==> src/rtl/dma_req_pkg.sv <==
package dma_req_pkg;
  typedef enum logic {
    DIR_FWD = 1'b0,
    DIR_REV = 1'b1
  } xfer_dir_e;
endpackage

==> src/rtl/dma_burst_ctr.sv <==
module dma_burst_ctr #(
  parameter int BURST_MAX = 32
) (
  input  logic clk,
  input  logic rst_n,
  input  logic req_q,
  input  logic ack,
  input  logic req_nxt,
  output logic last_beat
);
  localparam int CW = $clog2(BURST_MAX + 1);
  localparam logic [CW-1:0] LAST = CW'(BURST_MAX - 1);

  logic [CW-1:0] cnt_q, cnt_d;
  logic          beat;

  assign beat      = req_q & ack;
  assign last_beat = beat && (cnt_q == LAST);

  always_comb begin
    cnt_d = cnt_q;
    if (!req_nxt)  cnt_d = '0;
    else if (beat) cnt_d = cnt_q + 1'b1;
  end

  always_ff @(posedge clk or negedge rst_n) begin
    if (!rst_n) cnt_q <= '0;
    else        cnt_q <= cnt_d;
  end

  // the count of DMA cycles stays below the limit
  a_r5_count_below_limit: assert property (@(posedge clk) disable iff (!rst_n)
    cnt_q <= LAST);
  // an idle request always leaves the count cleared
  a_r7_idle_count_clear: assert property (@(posedge clk) disable iff (!rst_n)
    !req_q |-> cnt_q == '0);
endmodule

==> src/rtl/dma_gap_timer.sv <==
module dma_gap_timer #(
  parameter int IDLE_MIN = 1
) (
  input  logic clk,
  input  logic rst_n,
  input  logic load,
  output logic busy
);
  localparam int GW = $clog2(IDLE_MIN + 1);
  localparam logic [GW-1:0] LOADV = GW'(IDLE_MIN - 1);

  logic [GW-1:0] gap_q, gap_d;

  assign busy = (gap_q != '0);

  always_comb begin
    gap_d = gap_q;
    if (load)      gap_d = LOADV;
    else if (busy) gap_d = gap_q - 1'b1;
  end

  always_ff @(posedge clk or negedge rst_n) begin
    if (!rst_n) gap_q <= '0;
    else        gap_q <= gap_d;
  end

  // the gap never exceeds its configured length
  a_r6_gap_bounded: assert property (@(posedge clk) disable iff (!rst_n)
    gap_q <= LOADV);
endmodule

==> src/rtl/dma_tc_guard.sv <==
module dma_tc_guard (
  input  logic clk,
  input  logic rst_n,
  input  logic tc_hit,
  input  logic svc_pend,
  input  logic dma_en,
  output logic svc_set,
  output logic hold
);
  logic set_q, hold_q, hold_d;

  always_comb begin
    hold_d = hold_q;
    if (tc_hit)                   hold_d = 1'b1;
    else if (svc_pend || !dma_en) hold_d = 1'b0;
  end

  always_ff @(posedge clk or negedge rst_n) begin
    if (!rst_n) begin
      set_q  <= 1'b0;
      hold_q <= 1'b0;
    end else begin
      set_q  <= tc_hit;
      hold_q <= hold_d;
    end
  end

  assign svc_set = set_q;
  assign hold    = hold_q;

  // the service pulse lasts exactly one cycle
  a_r8_single_pulse: assert property (@(posedge clk) disable iff (!rst_n)
    svc_set |=> !svc_set);
endmodule

==> src/rtl/dma_req_gen.sv <==
module dma_req_gen #(
  parameter int BURST_MAX = 32,
  parameter int IDLE_MIN  = 1
) (
  input  logic clk,
  input  logic rst_n,
  input  logic dma_en,
  input  logic svc_pend,
  input  logic dir_rev,
  input  logic fifo_free,
  input  logic fifo_valid,
  input  logic dma_ack,
  input  logic term_cnt,
  output logic dma_req,
  output logic svc_set
);
  import dma_req_pkg::*;

  xfer_dir_e dir;
  logic      req_q, req_d;
  logic      fifo_ok, tc_hit, last_beat, gap_busy, tc_hold;

  assign dir     = xfer_dir_e'(dir_rev);
  assign fifo_ok = (dir == DIR_REV) ? fifo_valid : fifo_free;
  assign tc_hit  = req_q & dma_ack & term_cnt;

  always_comb begin
    req_d = dma_en & ~svc_pend & fifo_ok;
    if (gap_busy || tc_hold || last_beat || tc_hit) req_d = 1'b0;
  end

  always_ff @(posedge clk or negedge rst_n) begin
    if (!rst_n) req_q <= 1'b0;
    else        req_q <= req_d;
  end

  dma_burst_ctr #(.BURST_MAX(BURST_MAX)) u_burst (
    .clk(clk), .rst_n(rst_n), .req_q(req_q), .ack(dma_ack),
    .req_nxt(req_d), .last_beat(last_beat));

  dma_gap_timer #(.IDLE_MIN(IDLE_MIN)) u_gap (
    .clk(clk), .rst_n(rst_n), .load(last_beat), .busy(gap_busy));

  dma_tc_guard u_tc (
    .clk(clk), .rst_n(rst_n), .tc_hit(tc_hit), .svc_pend(svc_pend),
    .dma_en(dma_en), .svc_set(svc_set), .hold(tc_hold));

  assign dma_req = req_q;

  // a request follows an enabled, non-pending cycle
  a_r2_req_needs_enable: assert property (@(posedge clk) disable iff (!rst_n)
    dma_req |-> $past(dma_en && !svc_pend));
  // a request follows a cycle where the FIFO could serve the direction
  a_r3_req_needs_fifo: assert property (@(posedge clk) disable iff (!rst_n)
    dma_req |-> $past(dir_rev ? fifo_valid : fifo_free));
  // the final DMA cycle of a burst drops the request
  a_r5_burst_cut: assert property (@(posedge clk) disable iff (!rst_n)
    last_beat |=> !dma_req);
  // no request while the idle gap runs
  a_r6_gap_quiet: assert property (@(posedge clk) disable iff (!rst_n)
    gap_busy |=> !dma_req);
  // terminal count drops the request and pulses the service output
  a_r8_tc_stop: assert property (@(posedge clk) disable iff (!rst_n)
    (dma_req && dma_ack && term_cnt) |=> (svc_set && !dma_req));
  // no request while the terminal-count hold is active
  a_r9_hold_quiet: assert property (@(posedge clk) disable iff (!rst_n)
    tc_hold |=> !dma_req);
endmodule

==> config.mk <==
export PLATFORM = sky130hd
export DESIGN_NAME = dma_req_gen
export DESIGN_NICKNAME = d
export VERILOG_FILES = /design/src/rtl/dma_req_pkg.sv /design/src/rtl/dma_burst_ctr.sv /design/src/rtl/dma_gap_timer.sv /design/src/rtl/dma_tc_guard.sv /design/src/rtl/dma_req_gen.sv
export SDC_FILE = /design/constraint.sdc
export NUM_CORES = 1
export LEC_CHECK = 0
export BUFFER_PORTS_ARGS = -buffer_cell sky130_fd_sc_hd__buf_2
export CAP_MARGIN = 30
export CORE_AREA = 2 2 39 41
export DETAILED_ROUTE_END_ITERATION = 10
export DIE_AREA = 0 0 41 43
export GPL_ROUTABILITY_DRIVEN = 0
export PLACE_DENSITY_LB_ADDON = 0.25
export SYNTH_ARGS = -nofsm -noshare
export SYNTH_HDL_FRONTEND = slang
export SYNTH_HIERARCHICAL = 1
export SYNTH_SLANG_ARGS = --single-unit
==> constraint.sdc <==
create_clock -name clk -period 1.7 [get_ports clk]
set_input_delay 0.34 -clock clk [delete_from_list [all_inputs] [get_ports clk]]
set_output_delay 0.34 -clock clk [all_outputs]
set_load 0.005 [all_outputs]
# After elaboration in Yosys (flattened, before gate mapping)
# Index checks and enable logic that the tools add are counted.
[word_totals]
register_bits = 10
inputBits = 9
out_inout_bits = 2
elab_cells = 29
[classes]
add_sub_neg = 2
eq_ne = 2
muxes = 8
bitwise = 5
reduce_logical = 7
[op_table]
columns = ["cell", "n"]
rows = [
  ["$mux W6", 2],
  ["$add A6 B1 Y6 const B", 1],
  ["$eq A6 B5 Y1 const B", 1],
  ["$mux W1", 6],
  ["$and A1 B1 Y1", 4],
  ["$logic_or A1 B1 Y1", 4],
  ["$ne A2 B1 Y1 const B", 1],
  ["$reduce_bool A2 Y1", 1],
  ["$logic_and A1 B1 Y1", 1],
  ["$logic_not A1 Y1", 1],
  ["$not A1 Y1", 1],
  ["$sub A1 B1 Y1 const B", 1],
]

# Longest topological paths before layout
[depth]
ltp_word = 6
depth_mapped = 5

# Cells and area by module
# Netlist, hierarchy kept.
[modules_own_cells]
columns = ["module", "instances", "cells_per_inst", "area_per_inst_um2"]
rows = [
  ["dma_burst_ctr", 1, 30, 302.8],
  ["dma_req_gen", 1, 5, 63.8],
  ["dma_tc_guard", 1, 4, 61.3],
  ["dma_gap_timer", 1, 2, 11.3],
]

# Worst setup path before layout
# No wires, ideal clock.
[synth_path]
path_type = "input port to flip-flop"
from = "input svc_pend"
to = "register u_burst.cnt_q[1]"
setup_ps = 84
arrival_time_ps = 1413
required_time_ps = 1616
setup_slack_ps = 202
stages = 3
n_path_buf = 0
path_cell_list = "or4b_1 -> nor4_2 -> a21boi_0"
[synth_via]
elab_chain_cells = 5
[synth_rtl]
columns = ["item", "line_no", "text"]
rows = [
  ["from (decl)", "dma_req_gen.sv:8", "input logic svc_pend,"],
  ["$not A1 Y1 (*)", "dma_req_gen.sv:28", "req_d = dma_en & ~svc_pend & fifo_ok;"],
  ["$and A1 B1 Y1 (*) (2 in a row)", "dma_req_gen.sv:28", ""],
  ["$mux W1 (*)", "dma_req_gen.sv:29", "if (gap_busy || tc_hold || last_beat || tc_hit) req_d = 1'b0;"],
  ["named net req_d", "dma_req_gen.sv:20", "logic req_q, req_d;"],
  ["$ne A2 B1 Y1 (no source line) / $mux W6 (equally long branches)", "--", ""],
  ["to (signal assigned)", "dma_burst_ctr.sv:28", "else cnt_q <= cnt_d;"],
  ["to (decl)", "dma_burst_ctr.sv:14", "logic [CW-1:0] cnt_q, cnt_d;"],
]
# Mark *: on every way through the listed nets, which the timed path passes. The rest lies on a longest branch.
# A chain may end at the register's enable or synchronous reset.

# Worst setup path in the final report
[layout_path]
from = "register u_tc.hold_q, in the netlist u_tc/hold"
to = "register u_burst.cnt_q[1]"
[layout_via]
elab_chain_cells = 5
[layout_rtl]
columns = ["item", "line_no", "text"]
rows = [
  ["from (decl)", "dma_tc_guard.sv:10", "logic set_q, hold_q, hold_d;"],
  ["from (signal assigned)", "dma_tc_guard.sv:24", "hold_q <= hold_d;"],
  ["$logic_or A1 B1 Y1 (*) (3 in a row)", "dma_req_gen.sv:29", ""],
  ["$mux W1 (*)", "dma_req_gen.sv:29", ""],
  ["named net req_d", "dma_req_gen.sv:20", ""],
  ["$ne A2 B1 Y1 (no source line) / $mux W6 (equally long branches)", "--", ""],
]
# Marks and branches as above.

==> results.md <==
- PwrDens: approximately 740 nW/um2
- Total gr overflow: 0
- Crit-path slowest cell: or4b_1
- Worst skew pair latency: 250 ps
- GRT Util Overall: between 10% and 20%
- Min cycle time layout: approximately 1600 ps
- Mapped Cells: 41
- Setup TNS: 0 ps
- # DRC: 0
- Root Driver: clkbuf_4
- Post-Layout Cell Count: slightly above 70
- CP max FO: 7
- Tcrit/Tclk final: 91.4%
- IO Port Bufs: 10
- Final hold vios: 0
- Routed len/inst: a little over 10 um
- Antenna violations before repair: 0
- Status: finished clean
- Count of cell types in the netlist: 21
- Synth Net Count: 51
- Drt total wl: 747 um
- Final number of setup-violating endpoints: 0
- Worst clock skew: slightly above 4 ps
- CTS tree: yes
- CP Launch Type: register
- WP data required: 1870 ps
- Largest net degree at the start of global routing: 10
- Final WS setup: around 150 ps
- Worst endpoint data arrival time: 1730 ps
- Drt via density: 4.68
- Total power: 0.403 mW
- Fraction of layout cells with a size suffix above 1: 28.6%
- # nets final: 67
- Ant diodes: 0
- Max Slew Vio Count: 0
- Min-delay worst type: input pin to register
- Initial drt markers: 1
- CTS Buf Count: 3
- Unrepaired setup endpoints after global routing: false
- Post-CTS Setup Bufs: 0
- Area added between synthesis and finish: 24.2%
- Boundary Pins: 11
- CP peak stage delay: between 500 and 600 ps
- Antenna-violating nets left: 0
- Initial Utilization: approximately a third
- Htree depth: 1
- Rows: 14
- Via count: 337
- Sink Count: 9
- Seq/Total Area, Yosys: 51.3%
- Critical-path cell list: or4b_1 -> nor4_2 -> buf_4 -> a21boi_0
- TritonRoute pass-1 iters: 3
- Critical path class: register to register
- Clock Pin Slew Worst Setup and Hold Paths: 60 ps
- Die Area: 1760 um2
- Cell Area, Synth: about 440 um2
- Syn_area_per_cell: 10.7 um2
- Die H: 43 um
- CP Capture Type: register
- Maximum clock path buffer count: 2
- Max cap viols: 0
- Die width: 41 um
- DP Wirelength: 568 um
- Core ar.: 1380 um2
- Leak Pwr: 0.243 nW
- Post-place setup slack: 30.8 ps
- Vias in the first global route: 307
- Worst IR Drop VDD: 333 uV
- First-pass GRT wire length: 1.26 mm
- Fmax: 0.643 GHz
- Synthesis-stage register bit count: 9
- Post-Place Cells: 67
- Warnings from Yosys: 6
==> critical path: cells and delay by family, from the launching register on <==
family,cells,cell delay [ps]
flops,1,370
buf+inv,1,180
simple gates,2,740
compound gates,1,180
==> flip-flops by register name, indices dropped and copies added (netlist names) <==
register       flops
dma_req            1
u_burst/cnt_q      6
u_tc/hold          1
u_tc/svc_set       1
==> per-stage QoR <==
step                hold WS, ps  utilization, %  instance area [um2]
floorplan                  44.4               -                  439
global placement            202            36.8                  509
detailed placement          205            36.8                  509
CTS                         274            39.4                  546
global route                288            39.4                  546
finish                      279            39.4                  546
==> final cells by class <==
cell class                      instances  area (um2)
Sequential cell                         9         225
Multi-Input combinational cell         30         203
Clock buffer                            4        26.3
Inverter                                1        3.75
Fill cell                             142         838
Tap cell                               16        20.0
Timing Repair Buffer                   12        67.6
==> cells in the final DEF, fill, tap and decap left out, types with 2 or more instances in the layout <==
cell	n
o21ai_0	3
buf_2	10
nand2_1	4
dfrtp_1	9
nand3_1	2
a21boi_1	3
and2_1	2
clkbuf_4	3
xnor2_1	2
or3_1	3
==> worst paths after layout <==
check	start	endpoint	slack [ps]	depth (start not counted)
min	svc_pend	u_tc/hold	280	2
min reg2reg	u_tc/hold	u_tc/hold	530	2
min in group asynchronous	rst_n	u_burst/cnt_q[0]	470	2
max in group asynchronous	rst_n	dma_req	1050	2
max reg2reg	u_tc/hold	u_burst/cnt_q[1]	150	4
max	u_tc/hold	u_burst/cnt_q[1]	150	4
==> synthesized netlist by cell type, drive strengths merged <==
| cell type | count | area share, % |
|---|---|---|
| and2 | 2 | 2.8 |
| mux2i | 1 | 2.3 |
| buf | 1 | 1.7 |
| or3 | 3 | 4.3 |
| nand4 | 1 | 1.4 |
| a21boi | 4 | 6.8 |
| nand3 | 3 | 4.6 |
| xnor2 | 2 | 4.0 |
| or4b | 1 | 2.3 |
| nor4 | 1 | 2.8 |
| and3 | 1 | 1.4 |
| ha | 1 | 2.8 |
| o21ai | 3 | 3.4 |
| conb | 1 | 0.85 |
| nand2 | 4 | 3.4 |
| dfrtp | 9 | 51 |
| inv | 1 | 0.85 |
| o21bai | 1 | 1.7 |
| nor3 | 1 | 1.1 |
==> timing repair <==
action | in CTS | in global routing
endpoints found under the hold margin | 9 | 0
hold buffers | 1 | 0
resized for setup | 0 | 0
endpoints found under the setup margin | 0 | 0
==> layer usage <==
metal	GRT usage (%)	vias up	routed length [um]
met1	14.0	153	395
met2	15.0	8	304
li1	-	176	-
met4	4.00	0	0
met3	4.71	0	46
met5	0	-	0
==> report_power, final <==
group          switching, mW  internal (mW)  total [mW]
Combinational         0.0126         0.0132      0.0258
Sequential           0.00132          0.216       0.217
Clock                 0.0698         0.0901       0.160
Total                 0.0836          0.319       0.403
==> cells by family (layout without fill, tap and decap cells) <==
kind of cell               count (synthesis)  count (layout)  synth area share [%]
AOI/OAI and AO/OA                          8               8                  12.0
and+or+nand+nor                           17              17                  24.2
buffers and inverters                      2              17                  2.56
xor gates and xnor gates                   2               2                  3.99
other                                      1               1                 0.854
muxes                                      1               1                  2.28
adders and majority gates                  1               1                  2.85
DFF                                        9               9                  51.3
Power figures use the tool's default switching activity.
